--- config.mk ---
export PLATFORM = sky130hd
export DESIGN_NAME = dbuf_uart_tx
export DESIGN_NICKNAME = d
export VERILOG_FILES = /design/src/rtl/dbuf_uart_tx_pkg.sv /design/src/rtl/tx_baud_gen.sv /design/src/rtl/tx_hold_reg.sv /design/src/rtl/tx_shifter.sv /design/src/rtl/dbuf_uart_tx.sv
export SDC_FILE = /design/constraint.sdc
export NUM_CORES = 1
export LEC_CHECK = 0
export BUFFER_PORTS_ARGS = -buffer_cell sky130_fd_sc_hd__buf_2
export CAP_MARGIN = 40
export CORE_MARGIN = 4
export CORE_UTILIZATION = 55
export CTS_BUF_LIST = sky130_fd_sc_hd__clkbuf_8 sky130_fd_sc_hd__clkbuf_16
export CTS_CLUSTER_DIAMETER = 50
export CTS_CLUSTER_SIZE = 25
export DETAILED_ROUTE_END_ITERATION = 8
export GPL_TIMING_DRIVEN = 0
export PLACE_DENSITY = 0.78
export SKIP_LAST_GASP = 1
export SLEW_MARGIN = 15
export SYNTH_ARGS = -nofsm -noshare
export SYNTH_HDL_FRONTEND = slang
export SYNTH_SLANG_ARGS = --single-unit
--- constraint.sdc ---
create_clock -name clk -period 4.5 [get_ports clk]
set_clock_uncertainty 0.1 [all_clocks]
set_input_delay 0.45 -clock clk [delete_from_list [all_inputs] [get_ports clk]]
set_output_delay 0.45 -clock clk [all_outputs]
set_load 0.1 [all_outputs]
--- src/rtl/dbuf_uart_tx_pkg.sv ---
// Package: shared constants for the double-buffered transmitter.
// Assumes an 8N1-style frame built from DATA_W data bits.
package dbuf_uart_tx_pkg;
    localparam int STAT_EMPTY_BIT = 1;   // holding register empty
    localparam int STAT_IDLE_BIT  = 2;   // shift register not sending
    localparam logic REG_STATUS   = 1'b0;
    localparam logic REG_DATA     = 1'b1;
endpackage

--- src/rtl/tx_baud_gen.sv ---
// Module: tx_baud_gen
// Produces a one-cycle enable every DIV clocks. Free-running from reset.
// Assumes DIV >= 1.
module tx_baud_gen #(
    parameter int DIV = 16
) (
    input  logic clk,
    input  logic rst_n,
    output logic tick
);
    localparam int CNT_W = (DIV > 1) ? $clog2(DIV) : 1;

    logic [CNT_W-1:0] cnt;

    // Flag the final count of each period.
    assign tick = (cnt == CNT_W'(DIV - 1));

    // Count clock cycles and wrap at the end of each bit period.
    always_ff @(posedge clk) begin
        if (!rst_n)    cnt <= '0;
        else if (tick) cnt <= '0;
        else           cnt <= cnt + 1'b1;
    end

    generate
        if (DIV > 1) begin : g_tick_chk

            tick_spacing_chk: assert property (@(posedge clk) disable iff (!rst_n)
                tick |=> !tick);
        end
    endgenerate
endmodule

--- src/rtl/tx_hold_reg.sv ---
// Module: tx_hold_reg
// One-entry holding register. It accepts a byte only while empty and
// empties when the shift register takes the byte.
// Assumes load_req and take never both hit a full/empty conflict.
module tx_hold_reg #(
    parameter int DATA_W = 8
) (
    input  logic              clk,
    input  logic              rst_n,
    input  logic              load_req,
    input  logic [DATA_W-1:0] load_data,
    input  logic              take,
    output logic              full,
    output logic [DATA_W-1:0] data
);
    // Accept a byte only when empty; release it on a take.
    always_ff @(posedge clk) begin
        if (!rst_n) begin
            full <= 1'b0;
            data <= '0;
        end else if (load_req && !full) begin
            full <= 1'b1;
            data <= load_data;
        end else if (take) begin
            full <= 1'b0;
        end
    end


    accept_chk: assert property (@(posedge clk) disable iff (!rst_n)
        (load_req && !full) |=> full);

    full_hold_chk: assert property (@(posedge clk) disable iff (!rst_n)
        (full && !take) |=> (full && $stable(data)));
endmodule

--- src/rtl/tx_shifter.sv ---
// Module: tx_shifter
// Frames and shifts one byte per frame onto the line. On a bit tick it
// loads from the holding register when idle, or right after a stop bit.
// Assumes tick is a one-cycle enable.
module tx_shifter #(
    parameter int DATA_W = 8
) (
    input  logic              clk,
    input  logic              rst_n,
    input  logic              tick,
    input  logic              hold_full,
    input  logic [DATA_W-1:0] hold_data,
    output logic              take,
    output logic              busy,
    output logic              tx
);
    localparam int FRAME_BITS = DATA_W + 2;
    localparam int BIT_W      = $clog2(FRAME_BITS);

    logic [FRAME_BITS-1:0] sr;
    logic [BIT_W-1:0]      bit_cnt;
    logic                  last_bit;

    // Decode the stop-bit position.
    assign last_bit = (bit_cnt == BIT_W'(FRAME_BITS - 1));
    // Take a byte when idle, or at the end of a frame, if one is waiting.
    assign take     = tick && hold_full && (!busy || last_bit);
    // The line idles high.
    assign tx       = busy ? sr[0] : 1'b1;

    // Load a fresh frame or step to the next bit on each tick.
    always_ff @(posedge clk) begin
        if (!rst_n) begin
            sr      <= '1;
            bit_cnt <= '0;
            busy    <= 1'b0;
        end else if (take) begin
            sr      <= {1'b1, hold_data, 1'b0};
            bit_cnt <= '0;
            busy    <= 1'b1;
        end else if (tick && busy) begin
            if (last_bit) begin
                busy <= 1'b0;
            end else begin
                sr      <= {1'b1, sr[FRAME_BITS-1:1]};
                bit_cnt <= bit_cnt + 1'b1;
            end
        end
    end


    bit_hold_chk: assert property (@(posedge clk) disable iff (!rst_n)
        (busy && !tick) |=> $stable(tx));

    back_to_back_chk: assert property (@(posedge clk) disable iff (!rst_n)
        (busy && tick && last_bit && hold_full) |=> (busy && !tx));
endmodule

--- src/rtl/dbuf_uart_tx.sv ---
// Module: dbuf_uart_tx (top)
// Bus-facing transmitter: a status address, a data address, a holding
// stage and a shift stage. Assumes one-cycle write strobes.
module dbuf_uart_tx #(
    parameter int DATA_W   = 8,
    parameter int BAUD_DIV = 16
) (
    input  logic              clk,
    input  logic              rst_n,
    input  logic              reg_sel,
    input  logic              wr_en,
    input  logic [DATA_W-1:0] wdata,
    output logic [DATA_W-1:0] rdata,
    output logic              tx_o
);
    import dbuf_uart_tx_pkg::*;

    logic              tick;
    logic              hold_full;
    logic [DATA_W-1:0] hold_data;
    logic              take;
    logic              busy;
    logic              data_wr;

    // Decode writes to the data address.
    assign data_wr = wr_en && (reg_sel == REG_DATA);

    tx_baud_gen #(.DIV(BAUD_DIV)) u_baud (
        .clk(clk), .rst_n(rst_n), .tick(tick)
    );

    tx_hold_reg #(.DATA_W(DATA_W)) u_hold (
        .clk(clk), .rst_n(rst_n), .load_req(data_wr), .load_data(wdata),
        .take(take), .full(hold_full), .data(hold_data)
    );

    tx_shifter #(.DATA_W(DATA_W)) u_shift (
        .clk(clk), .rst_n(rst_n), .tick(tick), .hold_full(hold_full),
        .hold_data(hold_data), .take(take), .busy(busy), .tx(tx_o)
    );

    // Build the read data: status byte at the status address, zero otherwise.
    always_comb begin
        rdata = '0;
        if (reg_sel == REG_STATUS) begin
            rdata[STAT_EMPTY_BIT] = !hold_full;
            rdata[STAT_IDLE_BIT]  = !busy;
        end
    end


    release_on_take_chk: assert property (@(posedge clk) disable iff (!rst_n)
        take |=> (!hold_full && busy));

    status_write_chk: assert property (@(posedge clk) disable iff (!rst_n)
        (wr_en && reg_sel == REG_STATUS && !hold_full && !take) |=> !hold_full);
endmodule

======== Yosys cells after proc, flatten, opt, wreduce, memory -nomap -nowiden ========
Index checks and enable logic that the tools add are counted.
operators by class
  bitwise gates (word level) .............. 2
  reductions and logical operators ........ 16
  $add $sub $neg .......................... 2
  equality and inequality tests ........... 3
  muxes and demuxes ....................... 10
operators by type and width
  operator                                                        number
  9-bit 2-to-1 mux                                                3
  4-bit by 1-bit adder with 4-bit output (second input constant)  2
  4-bit == test (second input constant)                           2
  1-bit 2-to-1 mux                                                6
  2-bit AND reduction                                             3
  2-bit nonzero test                                              3
  1-bit logical AND                                               5
  2-bit OR reduction                                              2
  1-bit zero test                                                 2
  2-bit 2-to-1 mux                                                1
  2-bit != test (second input constant)                           1
  1-bit inverter                                                  2
  1-bit logical OR                                                1
storage, ports and cells
  flip-flop bits (word level) ............. 27
  bits of input ports ..................... 12
  output and inout port bits .............. 9

======== Depth between registers and ports, before layout ========
  word-level depth ........................ 5
  gate-level depth with buffers ........... 6
  gate-level depth less buffers ........... 5

======== Hierarchy ========
A second synthesis with hierarchy kept.
unflattened totals
  cells, all modules ...................... 150
  area total of the unflattened synthesis .. 1347.5 um^2
by module, submodules not included
  module        cells an instance  instances  area each (um^2)
  tx_shifter    85                 1          737.0
  tx_hold_reg   39                 1          379.1
  tx_baud_gen   16                 1          168.9
  dbuf_uart_tx  10                 1          62.6

======== Worst setup path before layout ========
No wires, ideal clock.
  path kind ............................... flip-flop to output port
  start ................................... register u_shift.busy
  end ..................................... output rdata[2]
  data required time ...................... 3950 ps
  path slack .............................. 2045 ps
  stages on the path, launching flop included .. 4
  data arrival time ....................... 1905 ps
  cell sequence ........................... dfxtp_1 buf_2 buf_1 nor2_1
on the way
  word-level cells in the longest chain between the ends .. 2
RTL lines
  element                 RTL line            text
  from (decl)             tx_shifter.sv:14    output logic busy,
  from (signal assigned)  tx_shifter.sv:36    busy <= 1'b0;
  from (signal assigned)  tx_shifter.sv:40    busy <= 1'b1;
  from (signal assigned)  tx_shifter.sv:43    busy <= 1'b0;
  1-bit zero test         dbuf_uart_tx.sv:47  rdata[STAT_IDLE_BIT] = !busy;
  2-bit 2-to-1 mux        dbuf_uart_tx.sv:45  if (reg_sel == REG_STATUS) begin
  to (decl)               dbuf_uart_tx.sv:13  output logic [DATA_W-1:0] rdata,
Every way passes these cells.

======== Worst setup path in the final report ========
Same ends and word-level chain as after synthesis.

==> results.py <==
metrics = {
    "routing": {
        "drtIter0Drc": 38,
        "wl_per_cell_um": 14.4,
        "ant_nets": 0,
        "dr.pass1.iters": 5,
        "route.vias.total": 1176,
        "vias_per_cell": 5.91,
        "drc": 0,
        "wl_um": 2860,
    },
    "final_layout": {
        "antenna-diode-count": 0,
        "multi_input_area_sq_um": 686,
        "synthToLayoutAreaGrowth_pct": 13.0,
        "regArea_sq_um": 541,
        "fillerInstances": 209,
        "postLayoutCoreUtil": 0.667,
        "layout-drive-gt1-share": 0.216,
        "finalNetCount": 187,
    },
    "worst_setup_path": {
        "start_kind": "flop",
        "cp_max_fo": 10,
        "cp_common_cell": "buf_2",
        "cpMaxStageDelayCell": "buf_2",
        "crit_path_end_kind": "output port",
        "slowest_delay_ns": 0.43,
        "required_ns": 3.95,
        "crit_chain": "buf_2, buf_1, nor2_1, buf_2",
        "worstPathArrival_ns": 1.59,
        "crit_type": "reg -> out",
    },
    "yosys": {
        "synth.avg_cell_area_sq_um": 9.00,
        "yosys.area_share.xor_xnor": 0.00658,
        "yosys_register_bits": 27,
        "ys.flop_type": "dfxtp_1",
        "seq_area_frac_synth": 0.406,
        "synth-simple-area-share": 0.216,
        "synthAdderAreaFrac": 0.0282,
        "yosys_warnings": 0,
        "yosys.cell_types.count": 37,
        "async_flop_share": 0,
        "synth.area.mux_share": 0.0677,
        "synth_compound_area_frac": 0.180,
        "synth_top_family_by_area": "simple AND/OR/NAND/NOR gates",
        "postSynthCellCount": 148,
        "synth_edf_count": 0,
        "synth_area_sq_mm": 0.00133,
    },
    "floorplan": {
        "core-area_sq_mm": 0.00225,
        "fp.dieW_um": 57.2,
        "num_rows": 17,
        "ioPinCount": 21,
        "die_h_um": 57.2,
        "dieArea_sq_mm": 0.00327,
        "start_util": 0.590,
    },
    "sta": {
        "fin_crit_sh": 0.475,
        "setup_viol": 0,
        "hold_violations": 0,
        "setup-tns-final_ns": 0,
        "rsz0062_at_grt": "no",
        "max_clock_freq_mhz": 467,
        "slew_viol_final": 0,
        "fin_crit_ns": 2.14,
    },
    "global_routing": {
        "grt_pass1_wl_um": 5020,
        "globalRoute.totalOverflow": 0,
        "grt_pass1_vias": 1143,
        "antenna_found_initial": 0,
        "grt_start_max_net_pins": 17,
        "grt.total_usage": 0.191,
    },
    "clocking": {
        "postCtsResizedCells": 0,
        "cts_buffers": 3,
        "cts_max_path_buffers": 2,
        "htreeDepth": 1,
        "clk_pin_slew_worst_paths_ns": 0.10,
        "clk_latency_ns": 0.28,
        "cts-root-buf": "clkbuf_8",
        "hold_buffers": 0,
        "cts_setup_buffers": 0,
        "cts_sinks": 27,
        "tritoncts": "yes",
    },
    "power_and_ir_drop": {
        "p_int_mw": 0.329,
        "power_switching_mw": 0.135,
        "switching_share": 0.291,
        "p_leak_nw": 0.653,
        "power.share.clock": 0.306,
        "power_frac_comb": 0.155,
        "peakVddDrop_uv": 243,
        "p_seq_frac": 0.539,
        "p_per_area_mw_per_mm2": 308,
    },
    "placement": {
        "gp_congestion": 0.800,
        "port_buffers": 14,
        "place_hpwl_um": 2020,
    },
    "min_path": {
        "hold_path.class": "in -> reg",
    },
    "run": {
        "drv_cap": 0,
    },
    "outcome": {
        "status": "finished, final reports clean",
    },
}
worst max-delay path: cells and delay by family, from the launching register on:
family | cells | cell delay (ns)
buf+inv | 3 | 0.86
flops | 1 | 0.31
simple gates | 1 | 0.15
power by group through the flow:
stage	Combinational, mW	Clock, mW	Sequential (mW)
3_3_place_gp	0.0706	0	0.255
6_report	0.0719	0.142	0.250
4_1_cts	0.0717	0.143	0.250
3_5_place_dp	0.0718	0	0.255
2_1_floorplan	0.0591	0	0.254
5_1_grt	0.0769	0.156	0.251
stage by stage:
step / total power, mW / instances / hold slack, ns / cell area [sq um] / setup slack [ns]
final: 0.464 / 199 / 0.302 / 1500 / 2.36
after global routing: 0.484 / 199 / 0.316 / 1500 / 2.28
after CTS: 0.465 / 199 / 0.303 / 1500 / 2.37
after detailed placement: 0.327 / 195 / 0.364 / 1460 / 2.69
after global placement: 0.326 / 195 / 0.361 / 1460 / 2.70
after floorplan: 0.313 / 153 / 0.346 / 1350 / 2.05
cell type report:
type	count	area share
Multi-Input combinational cell	104	0.456
Sequential cell	27	0.359
Buffer	18	0.0724
Timing Repair Buffer	14	0.0466
Clock buffer	3	0.0275
Tap cell	28	0.0233
Inverter	4	0.00998
Clock inverter	1	0.00499
synth_stat cells (2+ instances only):
| master | count | share of area |
|---|---|---|
| nor2_1 | 12 | 0.034 |
| nand3_1 | 2 | 0.0075 |
| clkbuf_1 | 3 | 0.0085 |
| nor2b_1 | 8 | 0.038 |
| nand4_1 | 10 | 0.047 |
| a31oi_1 | 8 | 0.038 |
| ha_1 | 3 | 0.028 |
| mux2i_1 | 9 | 0.068 |
| nand2_1 | 3 | 0.0085 |
| buf_4 | 7 | 0.039 |
| a21oi_1 | 11 | 0.041 |
| nor3_1 | 2 | 0.0075 |
| and3_1 | 2 | 0.0094 |
| o211ai_1 | 8 | 0.045 |
| inv_1 | 3 | 0.0085 |
| nand3b_1 | 2 | 0.011 |
| o21ai_0 | 4 | 0.015 |
| buf_2 | 6 | 0.023 |
| dfxtp_1 | 27 | 0.41 |
worst paths after layout:
kind                                   start                           to  slack [ns]  cells past startpoint
setup / recovery   u_shift.busy$_SDFFE_PN0P_                     rdata[2]        2.36                      4
hold / removal                      wdata[4]  u_hold.data[4]$_SDFFE_PN0P_        0.30                      3
setup reg to reg    u_baud.cnt[0]$_SDFF_PP0_   u_shift.sr[8]$_SDFFE_PN1P_        2.84                      5
hold reg to reg   u_shift.sr[0]$_SDFFE_PN1P_   u_shift.sr[0]$_SDFFE_PN1P_        0.39                      2
registers in the layout, summed over array words and instances (netlist names):
register         cells
u_shift.busy         1
u_hold.full          1
u_shift.sr           9
u_shift.bit_cnt      4
u_hold.data          8
u_baud.cnt           4
cell usage in the layout, fill, tap and decap left out, drive strengths merged, types with 2 or more instances in the layout:
cell	Yosys	layout
mux2i	9	9
nor3	2	2
buf	15	29
and3	2	2
nand3	3	3
o211ai	8	8
ha	3	3
inv	4	4
nor2b	8	8
clkbuf	3	6
nand3b	3	3
dfxtp	27	27
a31oi	8	8
o21ai	4	4
nand4	10	10
a21oi	11	11
nor2	12	12
conb	1	6
nand2	3	3
layer usage:
metal / global-route usage / vias to the layer above / part of all wire
li1: - / 576 / -
met1: 0.248 / 546 / 0.43
met2: 0.316 / 49 / 0.48
met3: 0.0317 / 5 / 0.077
met4: 0.0762 / 0 / 0.015
met5: 0 / - / 0
cell families (layout without fill, tap and decap cells):
family | after synthesis | count (layout)
multiplexers | 9 | 9
other | 1 | 6
AND/OR/NAND/NOR | 48 | 48
XOR/XNOR | 1 | 1
AO/OA/AOI/OAI | 37 | 37
flip-flops | 27 | 27
adder cells (fa/ha/maj) | 3 | 3
buffers and inverters | 22 | 40
No activity file was read; power rests on OpenSTA's default activity.
